`config.mk`:
```
export PLATFORM = sky130hd
export DESIGN_NAME = scl_timing_gen
export DESIGN_NICKNAME = d
export VERILOG_FILES = /design/src/rtl/scl_timing_pkg.sv /design/src/rtl/scl_period_sel.sv /design/src/rtl/scl_phase_cnt.sv /design/src/rtl/scl_timing_gen.sv
export SDC_FILE = /design/constraint.sdc
export NUM_CORES = 1
export LEC_CHECK = 0
export BUFFER_PORTS_ARGS = -buffer_cell sky130_fd_sc_hd__clkbuf_2
export CORE_ASPECT_RATIO = 1.1
export CORE_MARGIN = 2
export CORE_UTILIZATION = 50
export DETAILED_ROUTE_END_ITERATION = 10
export MAX_ROUTING_LAYER = met4
export PLACE_DENSITY = 0.77
export SYNTH_ARGS = -nofsm -noshare
export SYNTH_HDL_FRONTEND = slang
export SYNTH_SLANG_ARGS = --single-unit
```
`constraint.sdc`:
```
create_clock -name clk -period 3.1 [get_ports clk]
set_input_delay 0.155 -clock clk [delete_from_list [all_inputs] [get_ports clk]]
set_output_delay 0.155 -clock clk [all_outputs]
set_load 0.02 [all_outputs]
```
`src/rtl/scl_timing_pkg.sv`:
```
package scl_timing_pkg;

    typedef enum logic [2:0] {
        PH_OFF      = 3'd0,
        PH_IDLE     = 3'd1,
        PH_START_HD = 3'd2,
        PH_LOW      = 3'd3,
        PH_WAIT_HI  = 3'd4,
        PH_HIGH     = 3'd5,
        PH_STOP_SU  = 3'd6
    } phase_e;

endpackage

```
`src/rtl/scl_period_sel.sv`:
```
// Chooses the active count pair and turns it into last-cycle limits.
module scl_period_sel #(
    parameter int CW     = 16,
    parameter int HI_OVH = 8,
    parameter int WIN_OVH = 3
) (
    input  logic          fast_i,
    input  logic [CW-1:0] std_hi_i,
    input  logic [CW-1:0] std_lo_i,
    input  logic [CW-1:0] fast_hi_i,
    input  logic [CW-1:0] fast_lo_i,
    output logic [CW:0]   lo_last_o,
    output logic [CW:0]   hi_last_o,
    output logic [CW:0]   win_last_o
);
    localparam int NW = CW + 1;

    logic [CW-1:0] hi_sel;
    logic [CW-1:0] lo_sel;

    always_comb begin
        hi_sel     = fast_i ? fast_hi_i : std_hi_i;
        lo_sel     = fast_i ? fast_lo_i : std_lo_i;
        lo_last_o  = {1'b0, lo_sel};
        hi_last_o  = {1'b0, hi_sel} + NW'(HI_OVH - 1);
        win_last_o = {1'b0, hi_sel} + NW'(WIN_OVH - 1);
    end

endmodule

```
`src/rtl/scl_phase_cnt.sv`:
```
// Cycles-in-phase counter: cleared on every phase change, saturates.
module scl_phase_cnt #(
    parameter int W = 17
) (
    input  logic         clk,
    input  logic         rst_n,
    input  logic         clr_i,
    output logic [W-1:0] cnt_o
);
    always_ff @(posedge clk or negedge rst_n) begin
        if (!rst_n) begin
            cnt_o <= '0;
        end else if (clr_i) begin
            cnt_o <= '0;
        end else if (cnt_o != {W{1'b1}}) begin
            cnt_o <= cnt_o + W'(1);
        end
    end
endmodule

```
`src/rtl/scl_timing_gen.sv`:
```
module scl_timing_gen
    import scl_timing_pkg::*;
#(
    parameter int CW      = 16,
    parameter int HI_OVH  = 8,
    parameter int WIN_OVH = 3
) (
    input  logic          clk,
    input  logic          rst_n,
    input  logic          enable_i,
    input  logic          fast_i,
    input  logic [CW-1:0] std_hi_i,
    input  logic [CW-1:0] std_lo_i,
    input  logic [CW-1:0] fast_hi_i,
    input  logic [CW-1:0] fast_lo_i,
    input  logic [CW-1:0] hold_i,
    input  logic          start_i,
    input  logic          stop_i,
    input  logic          scl_in_i,
    output logic          scl_low_o,
    output logic          fall_stb_o,
    output logic          sda_stb_o,
    output logic          rise_stb_o,
    output logic          start_win_o,
    output logic          stop_win_o,
    output logic          busy_o
);
    localparam int NW = CW + 1;

    phase_e        ph;
    phase_e        ph_nx;
    logic [NW-1:0] cnt;
    logic [NW-1:0] lo_last;
    logic [NW-1:0] hi_last;
    logic [NW-1:0] win_last;
    logic          stop_pend;
    logic          phase_chg;

    scl_period_sel #(
        .CW     (CW),
        .HI_OVH (HI_OVH),
        .WIN_OVH(WIN_OVH)
    ) u_sel (
        .fast_i    (fast_i),
        .std_hi_i  (std_hi_i),
        .std_lo_i  (std_lo_i),
        .fast_hi_i (fast_hi_i),
        .fast_lo_i (fast_lo_i),
        .lo_last_o (lo_last),
        .hi_last_o (hi_last),
        .win_last_o(win_last)
    );

    assign phase_chg = (ph_nx != ph);

    scl_phase_cnt #(.W(NW)) u_cnt (
        .clk  (clk),
        .rst_n(rst_n),
        .clr_i(phase_chg),
        .cnt_o(cnt)
    );

    // next phase
    always_comb begin
        ph_nx = ph;
        unique case (ph)
            PH_OFF:      if (enable_i) ph_nx = PH_IDLE;
            PH_IDLE:     if (start_i) ph_nx = PH_START_HD;
            PH_START_HD: if (cnt == win_last) ph_nx = PH_LOW;
            PH_LOW:      if (cnt == lo_last) ph_nx = PH_WAIT_HI;
            PH_WAIT_HI:  if (scl_in_i) ph_nx = stop_pend ? PH_STOP_SU : PH_HIGH;
            PH_HIGH:     if (cnt == hi_last) ph_nx = PH_LOW;
            PH_STOP_SU:  if (cnt == win_last) ph_nx = PH_IDLE;
            default:     ph_nx = PH_OFF;
        endcase
        if (!enable_i) ph_nx = PH_OFF;
    end

    // phase register
    always_ff @(posedge clk or negedge rst_n) begin
        if (!rst_n) begin
            ph <= PH_OFF;
        end else begin
            ph <= ph_nx;
        end
    end

    // pending STOP request, only taken while a transfer runs
    always_ff @(posedge clk or negedge rst_n) begin
        if (!rst_n) begin
            stop_pend <= 1'b0;
        end else if (ph_nx == PH_STOP_SU || ph_nx == PH_IDLE || ph_nx == PH_OFF) begin
            stop_pend <= 1'b0;
        end else if (stop_i) begin
            stop_pend <= 1'b1;
        end
    end

    // outputs
    always_comb begin
        scl_low_o   = (ph == PH_LOW);
        fall_stb_o  = (ph == PH_LOW) && (cnt == '0);
        sda_stb_o   = (ph == PH_LOW) && (cnt == {1'b0, hold_i});
        rise_stb_o  = (ph == PH_HIGH || ph == PH_STOP_SU) && (cnt == '0);
        start_win_o = (ph == PH_START_HD);
        stop_win_o  = (ph == PH_STOP_SU);
        busy_o      = (ph != PH_OFF) && (ph != PH_IDLE);
    end

    AST_DISABLE_RELEASE: assert property (@(posedge clk) disable iff (!rst_n)
        !enable_i |=> (!scl_low_o && !busy_o));

    AST_LOW_HELD: assert property (@(posedge clk) disable iff (!rst_n)
        (enable_i && ph == PH_LOW && cnt < lo_last) |=> scl_low_o);

    AST_LOW_ENTRY: assert property (@(posedge clk) disable iff (!rst_n)
        $rose(scl_low_o) |-> ($past(ph) == PH_START_HD || $past(ph) == PH_HIGH));

    AST_STRETCH_WAIT: assert property (@(posedge clk) disable iff (!rst_n)
        (enable_i && ph == PH_WAIT_HI && !scl_in_i) |=> (ph == PH_WAIT_HI && !scl_low_o));

    AST_RISE_SEEN_HIGH: assert property (@(posedge clk) disable iff (!rst_n)
        rise_stb_o |-> $past(scl_in_i));

    AST_EDGE_EXCL: assert property (@(posedge clk) disable iff (!rst_n)
        $onehot0({rise_stb_o, fall_stb_o}));

    AST_FALL_SINGLE: assert property (@(posedge clk) disable iff (!rst_n)
        fall_stb_o |=> !fall_stb_o);

endmodule

```
==> impl_metrics.env, run 1 <==
export IMPL_rsz0062_at_grt="no"
export IMPL_drtIter0Drc=151
export IMPL_ios=94
export IMPL_drv_cap=0
export IMPL_hold_violations=0
export IMPL_crit_path_cell_trace="clkbuf_2 > buf_12 > nand3b_1 > a222oi_1 > nand4_1 > xnor2_1 > nand4bb_1 > or4_4 > a41oi_4 > buf_12 > nor3_1"
export IMPL_die_area_um2=7286
export IMPL_cts_tree="built"
export IMPL_fmax_mhz=345.8
export IMPL_clk_pin_slew_ns=0.07
export IMPL_internal_power_mw=0.6234
export IMPL_dp_hpwl_um=7758
export IMPL_p_leak_nw=1.720
export IMPL_place_ws_ns=-0.009119
export IMPL_syn_to_final_growth_pct=18.30
export IMPL_clockBufferDepth=2
export IMPL_cts_inserted_buffers=3
export IMPL_synth_edf_count=0
export IMPL_grt_max_degree=43
export IMPL_row_count=31
export IMPL_wire_per_inst_um=16.69
export IMPL_clkPwrFrac=0.171
export IMPL_yosys_area_top_type="dfrtp_1"
export IMPL_maxSlewViolCount=0
export IMPL_cp_slowest_cell="a222oi_1"
export IMPL_ctsHoldBuffers=1
export IMPL_htree_levels=1
export IMPL_post_cts_buffers=0
export IMPL_layout_common_cells="clkbuf_2, xnor2_1, mux2i_1"
export IMPL_setup_ws_ns=0.2080
export IMPL_ant_nets=0
export IMPL_crit_path_end_kind="flip-flop"
export IMPL_fin_util=0.6044
export IMPL_period_share=0.9329
export IMPL_synth_area_um2=3309
export IMPL_grt_first_pass_wirelength_um=15060
export IMPL_dr_pass1_iters=5
export IMPL_layout_min_cycle_time_ns=2.892
export IMPL_path_buf_inv=3
export IMPL_synth_top_cells_by_area="dfrtp_1, xnor2_1, mux2i_1"
export IMPL_max_stage_delay_ns=0.63
export IMPL_crit_top_cell="buf_12"
export IMPL_crit_family="simple AND/OR/NAND/NOR gates"
export IMPL_gp_congestion=0.9664
export IMPL_hold_class="input port to flip-flop"
export IMPL_nets=585
export IMPL_status="finished, final reports clean"
export IMPL_startpoint_type="input port"
export IMPL_critPathKind="input port to flip-flop"
export IMPL_p_switching_mw=0.4273
export IMPL_num_antenna_cells=0
export IMPL_die_x_um=81.57
export IMPL_synth_avg_cell_area_um2=8.131
export IMPL_async_reset_ff_frac=1.000
export IMPL_power_mw=1.051
export IMPL_gr_total_overflow=0
export IMPL_pwr_share_seq=0.317
export IMPL_syn_nets=501
export IMPL_worstMarginPinSlew_ns=0.6248
export IMPL_clock_sinks=21
export IMPL_cp_required_ns=3.25
export IMPL_grt_pass1_vias=3348
export IMPL_fin_skew_ns=0.001688
export IMPL_viasPerCell=6.028
export IMPL_die_y_um=89.33
export IMPL_power_density_nw_per_um2=268.4
export IMPL_start_util=0.5109
export IMPL_synth_top_cell_area_share=0.1588
export IMPL_num_vias=3448
export IMPL_grt_total_usage=0.2735
export IMPL_cp_arrival_ns=3.04
export IMPL_ctsRootBufferMaster="clkbuf_8"
export IMPL_syn_inst=407
export IMPL_portBuffers=93
export IMPL_grt_antenna_before_repair=0
export IMPL_yosys_cell_types_count=59
export IMPL_path_max_fanout=42
export IMPL_core_area_um2=6477
export IMPL_maxSlewHeadroom=0.5834
export IMPL_final_common_cell="clkbuf_2"
export IMPL_drt_total_wl_um=9546
export IMPL_setup_viol=0
export IMPL_worstSkewPairLatency_ns=0.26
export IMPL_yosysSeqAreaShare=0.1588
export IMPL_drive_gt1_frac=0.2735
export IMPL_drc_errors=0
export IMPL_switching_share=0.4067
export IMPL_ctsResizeCount=0
export IMPL_vdd_drop_max_v=0.0001355
export IMPL_p_comb_frac=0.512
export IMPL_synth_ff_latch_count=21
export IMPL_yosys_warnings=0
export IMPL_ys_flop_type="dfrtp_1"
-- metrics by stage --
| step | area, µm² | instances | hold slack, ns | TNS (ns) |
|---|---|---|---|---|
| floorplan | 3336 | 407 | -0.1406 | 0 |
| global placement | 3860 | 567 | 0.1478 | 0 |
| detailed placement | 3860 | 567 | 0.1515 | -0.02238 |
| CTS | 3915 | 572 | 0.1560 | 0 |
| global route | 3915 | 572 | 0.1706 | 0 |
| finish | 3915 | 572 | 0.1491 | 0 |
-- final timing paths --
kind / startpoint / endpoint / slack, ns / depth (start not counted)
setup / recovery: fast_i / u_cnt.cnt_o[16] / 0.21 / 11
hold reg to reg: stop_pend / stop_pend / 0.57 / 2
min in group asynchronous: rst_n / stop_pend / 0.39 / 2
hold / removal: stop_i / stop_pend / 0.15 / 3
setup reg to reg: u_cnt.cnt_o[11] / u_cnt.cnt_o[12] / 0.42 / 10
max in group asynchronous: rst_n / u_cnt.cnt_o[11] / 2.37 / 2
-- worst register-to-register path, stage by stage (launching register included) --
cell	delay (ns)
dfrtp_1	0.62
and3_1	0.29
nand4_1	0.14
nor4_1	0.30
ha_1	0.37
nor2b_1	0.14
nor2b_1	0.18
nor2b_1	0.17
nand2_1	0.09
xor2_1	0.20
nor3_2	0.07
-- cells by family (layout without fill, tap and decap cells) --
| kind of cell | Yosys count | in the layout | share of synthesized area |
|---|---|---|---|
| compound gates | 66 | 66 | 0.1509 |
| xor+xnor | 78 | 78 | 0.2087 |
| fa+ha+maj | 7 | 7 | 0.02646 |
| buf+inv | 43 | 126 | 0.06994 |
| flops | 21 | 21 | 0.1588 |
| mux | 36 | 36 | 0.1096 |
| simple gates | 156 | 156 | 0.2756 |
-- Yosys cell counts (4+ instances only) --
master    count
nand3b_1      9
inv_1        14
ha_1          7
nor2_1       15
nor3_1       16
buf_4         4
nor4_1       14
and3_1        7
nor3_2       10
a31oi_1      12
xnor2_1      50
o21ai_0      10
nand4_1      13
mux2i_1      34
a21oi_1       9
dfrtp_1      21
a311oi_1      5
clkbuf_1     19
nor2b_1       7
xor2_1       27
nand2_1      28
nand3_1      22
-- per-layer routing --
layer  part of all wire  global-route usage
met4              0.031              0.1227
met1               0.40              0.3052
met3              0.063             0.03636
met2               0.50              0.4844
met5                  0                   -
-- final cells by class --
type | instances | area, µm²
flip-flops and latches | 21 | 525.5
repair buffers | 108 | 618.1
fillers | 576 | 2562
inverters | 14 | 52.55
well taps | 82 | 102.6
clock buffers | 4 | 45.04
multi-input cells | 343 | 2571
-- power by group through the flow --
stage | clock network [mW] | registers [mW] | logic (mW)
floorplan | 0 | 0.300 | 0.404
global placement | 0 | 0.337 | 0.517
detailed placement | 0 | 0.338 | 0.532
CTS | 0.180 | 0.332 | 0.535
global route | 0.195 | 0.336 | 0.589
finish | 0.180 | 0.333 | 0.538
-- sequential cells by signal (all words and copies together), names as in the netlist --
register / count
stop_pend: 1
u_cnt.cnt_o: 17
ph: 3
No activity file was read; power rests on OpenSTA's default activity.
==> inputs of run 2 (changes only) <==
--- a/config.mk
+++ b/config.mk
@@ -6,12 +6,15 @@
 export NUM_CORES = 1
 export LEC_CHECK = 0
 export BUFFER_PORTS_ARGS = -buffer_cell sky130_fd_sc_hd__clkbuf_2
+export CELL_PAD_IN_SITES_DETAIL_PLACEMENT = 1
+export CELL_PAD_IN_SITES_GLOBAL_PLACEMENT = 1
 export CORE_ASPECT_RATIO = 1.1
 export CORE_MARGIN = 2
-export CORE_UTILIZATION = 50
+export CORE_UTILIZATION = 39
+export CTS_CLUSTER_SIZE = 14
 export DETAILED_ROUTE_END_ITERATION = 10
 export MAX_ROUTING_LAYER = met4
-export PLACE_DENSITY = 0.77
+export PLACE_DENSITY_LB_ADDON = 0.1
 export SYNTH_ARGS = -nofsm -noshare
 export SYNTH_HDL_FRONTEND = slang
 export SYNTH_SLANG_ARGS = --single-unit
==> constraint.sdc (replaced) <==
create_clock -name clk -period 3.1 [get_ports clk]
set_input_delay 0.31 -clock clk [delete_from_list [all_inputs] [get_ports clk]]
set_output_delay 0.31 -clock clk [all_outputs]
set_load 0.02 [all_outputs]
==> run 2 against run 1 <==
  * First-iteration DRC count shrank 47%
  * Critical path depth grew 1
  * Hold slack lost 0.12 ns
  * Utilization shrank 11 points
  * Sequential power is essentially flat
  * Wire length grew 16%
  * Die area grew 27%
  * Highest routed layer unchanged
  * Non-clock buffer count grew 20
==> impl_metrics.env, run 2 (synthesis results as in run 1) <==
export IMPL_status="finished, final reports clean"
export IMPL_critPathKind="input port to flip-flop"
export IMPL_gp_congestion=0.8890
export IMPL_grt_first_pass_wirelength_um=18690
export IMPL_maxSlewHeadroom=0.5774
export IMPL_crit_top_cell="buf_12"
export IMPL_wire_per_inst_um=17.81
export IMPL_regMostFlops="u_cnt.cnt_o"
export IMPL_rsz0062_at_grt="no"
export IMPL_clockBufferDepth=2
export IMPL_portBuffers=93
export IMPL_top_usage_layer="met2"
export IMPL_num_vias=3459
export IMPL_final_common_cell="clkbuf_2"
export IMPL_row_count=35
export IMPL_cp_slowest_cell="or4_4"
export IMPL_grt_use_met2=0.4672
export IMPL_layout_common_cells="clkbuf_2, xnor2_1, buf_4"
export IMPL_stdcell_area_um2=4139
export IMPL_setup_ws_ns=0.2060
export IMPL_ant_nets=0
export IMPL_drt_total_wl_um=11060
export IMPL_crit_path_cell_trace="buf_2 > buf_4 > buf_12 > mux2i_1 > xnor2_1 > mux2_1 > o21ai_1 > nand4bb_1 > or4_4 > a41oi_4 > buf_12 > nor3_1"
export IMPL_max_stage_delay_ns=0.46
export IMPL_period_share=0.9335
export IMPL_use_met3=0.01197
export IMPL_clk_pin_slew_ns=0.07
export IMPL_viasPerCell=5.570
export IMPL_critPathLaunch="fast_i"
export IMPL_power_density_nw_per_um2=263.0
export IMPL_ios=94
export IMPL_place_inst=616
export IMPL_cts_inserted_buffers=3
export IMPL_grt_util_met1=0.3220
export IMPL_rr_startpoint="u_cnt.cnt_o[14]"
export IMPL_grt_pass1_vias=3691
export IMPL_vdd_drop_max_v=0.0002588
export IMPL_cp_arrival_ns=3.03
export IMPL_fillerInstances=1065
export IMPL_switching_share=0.4110
export IMPL_endpoint="u_cnt.cnt_o[16]"
export IMPL_maxSlewViolCount=0
export IMPL_ctsRootBufferMaster="clkbuf_8"
export IMPL_pwr_share_seq=0.306
export IMPL_grt_max_degree=22
export IMPL_r2r_cells=8
export IMPL_clock_sinks=21
export IMPL_drc_errors=0
export IMPL_p_leak_nw=1.816
export IMPL_htree_levels=1
export IMPL_seq_area_um2=525.5
export IMPL_fin_util=0.4974
export IMPL_fmax_mhz=345.5
export IMPL_startpoint_type="input port"
export IMPL_clkPwrFrac=0.165
export IMPL_dp_hpwl_um=9215
export IMPL_power_mw=1.089
export IMPL_path_max_fanout=20
export IMPL_worstMarginPinSlew_ns=0.6273
export IMPL_crit_path_end_kind="flip-flop"
export IMPL_num_antenna_cells=0
export IMPL_hold_violations=0
export IMPL_p_comb_frac=0.529
export IMPL_cts_tree="built"
export IMPL_reg_largest_list="u_cnt.cnt_o x17, ph x3, stop_pend x1"
export IMPL_grt_antenna_before_repair=0
export IMPL_stdcell_count=621
export IMPL_die_area_um2=9239
export IMPL_drive_gt1_frac=0.3176
export IMPL_place_ws_ns=-0.2071
export IMPL_rr_endpoint="u_cnt.cnt_o[16]"
export IMPL_drv_cap=0
export IMPL_p_switching_mw=0.4474
export IMPL_worstSkewPairLatency_ns=0.26
export IMPL_fin_tns_setup_ns=0
export IMPL_nets=605
export IMPL_core_area_um2=8320
export IMPL_setup_viol=0
export IMPL_multi_input_area_um2=2610
export IMPL_drtIter0Drc=80
export IMPL_start_util=0.3977
export IMPL_fin_skew_ns=0.006831
export IMPL_hold_class="input port to async pin"
export IMPL_whs_ns=0.02649
export IMPL_dr_pass1_iters=4
export IMPL_internal_power_mw=0.6411
export IMPL_cp_required_ns=3.24
export IMPL_gr_total_overflow=0
export IMPL_layout_min_cycle_time_ns=2.894
export IMPL_die_y_um=100.6
export IMPL_grt_total_usage=0.2561
export IMPL_syn_to_final_growth_pct=25.07
export IMPL_dpl_cell_area_um2=4064
export IMPL_r2r_setup_slack_ns=0.41
export IMPL_largest_reg_flops=17
export IMPL_die_x_um=91.83
==> run 2: cell types whose count changed in the layout (fill, tap and decap cells not counted), moves of 2 or more <==
cell / before / now
mux2i_1: 33 / 31
ha_2: 0 / 2
buf_4: 11 / 32
ha_1: 7 / 5
==> run 2: worst max-delay path, delay by kind of cell <==
kind	cells	cell delay [ns]
buf+inv	4	0.78
simple gates	3	0.65
mux	2	0.63
compound gates	2	0.41
xor+xnor	1	0.25
==> run 2: repair_timing <==
item                       in CTS  in global routing
buffers inserted                0                  1
hold buffers                    0                  0
setup endpoints to repair       0                 17
resized for setup               0                  4
==> run 2: worst min-delay path by stage <==
stage	start	to	slack (ns)
floorplan	rst_n	ph[0]	0.01
global placement	rst_n	stop_pend	0.33
detailed placement	rst_n	stop_pend	0.32
CTS	rst_n	u_cnt.cnt_o[11]	0.04
global route	rst_n	u_cnt.cnt_o[11]	0.06
finish	rst_n	stop_pend	0.03
==> run 2: power by group through the flow <==
stage                     logic (mW)  registers [mW]  clock network (mW)
after detailed placement       0.569           0.338                   0
final                          0.576           0.333               0.179
after global routing           0.638           0.337               0.201
after global placement         0.559           0.338                   0
after CTS                      0.573           0.332               0.184
after floorplan                0.410           0.300                   0
==> run 2: layer usage <==
metal / part of all wire / routed length (µm)
met1: 0.46 / 5121
met3: 0.024 / 260
met4: 0.011 / 119
met2: 0.50 / 5557
met5: 0 / 0
==> run 2: layout make-up <==
cell class                 instances  area share
sequential                        21      0.1270
clock buffer                       3    0.009976
inverter                          14     0.01270
multi-input combinational        343      0.6306
timing repair buffer             128      0.1850
clock inverter                     1    0.001209
tap                              111     0.03355
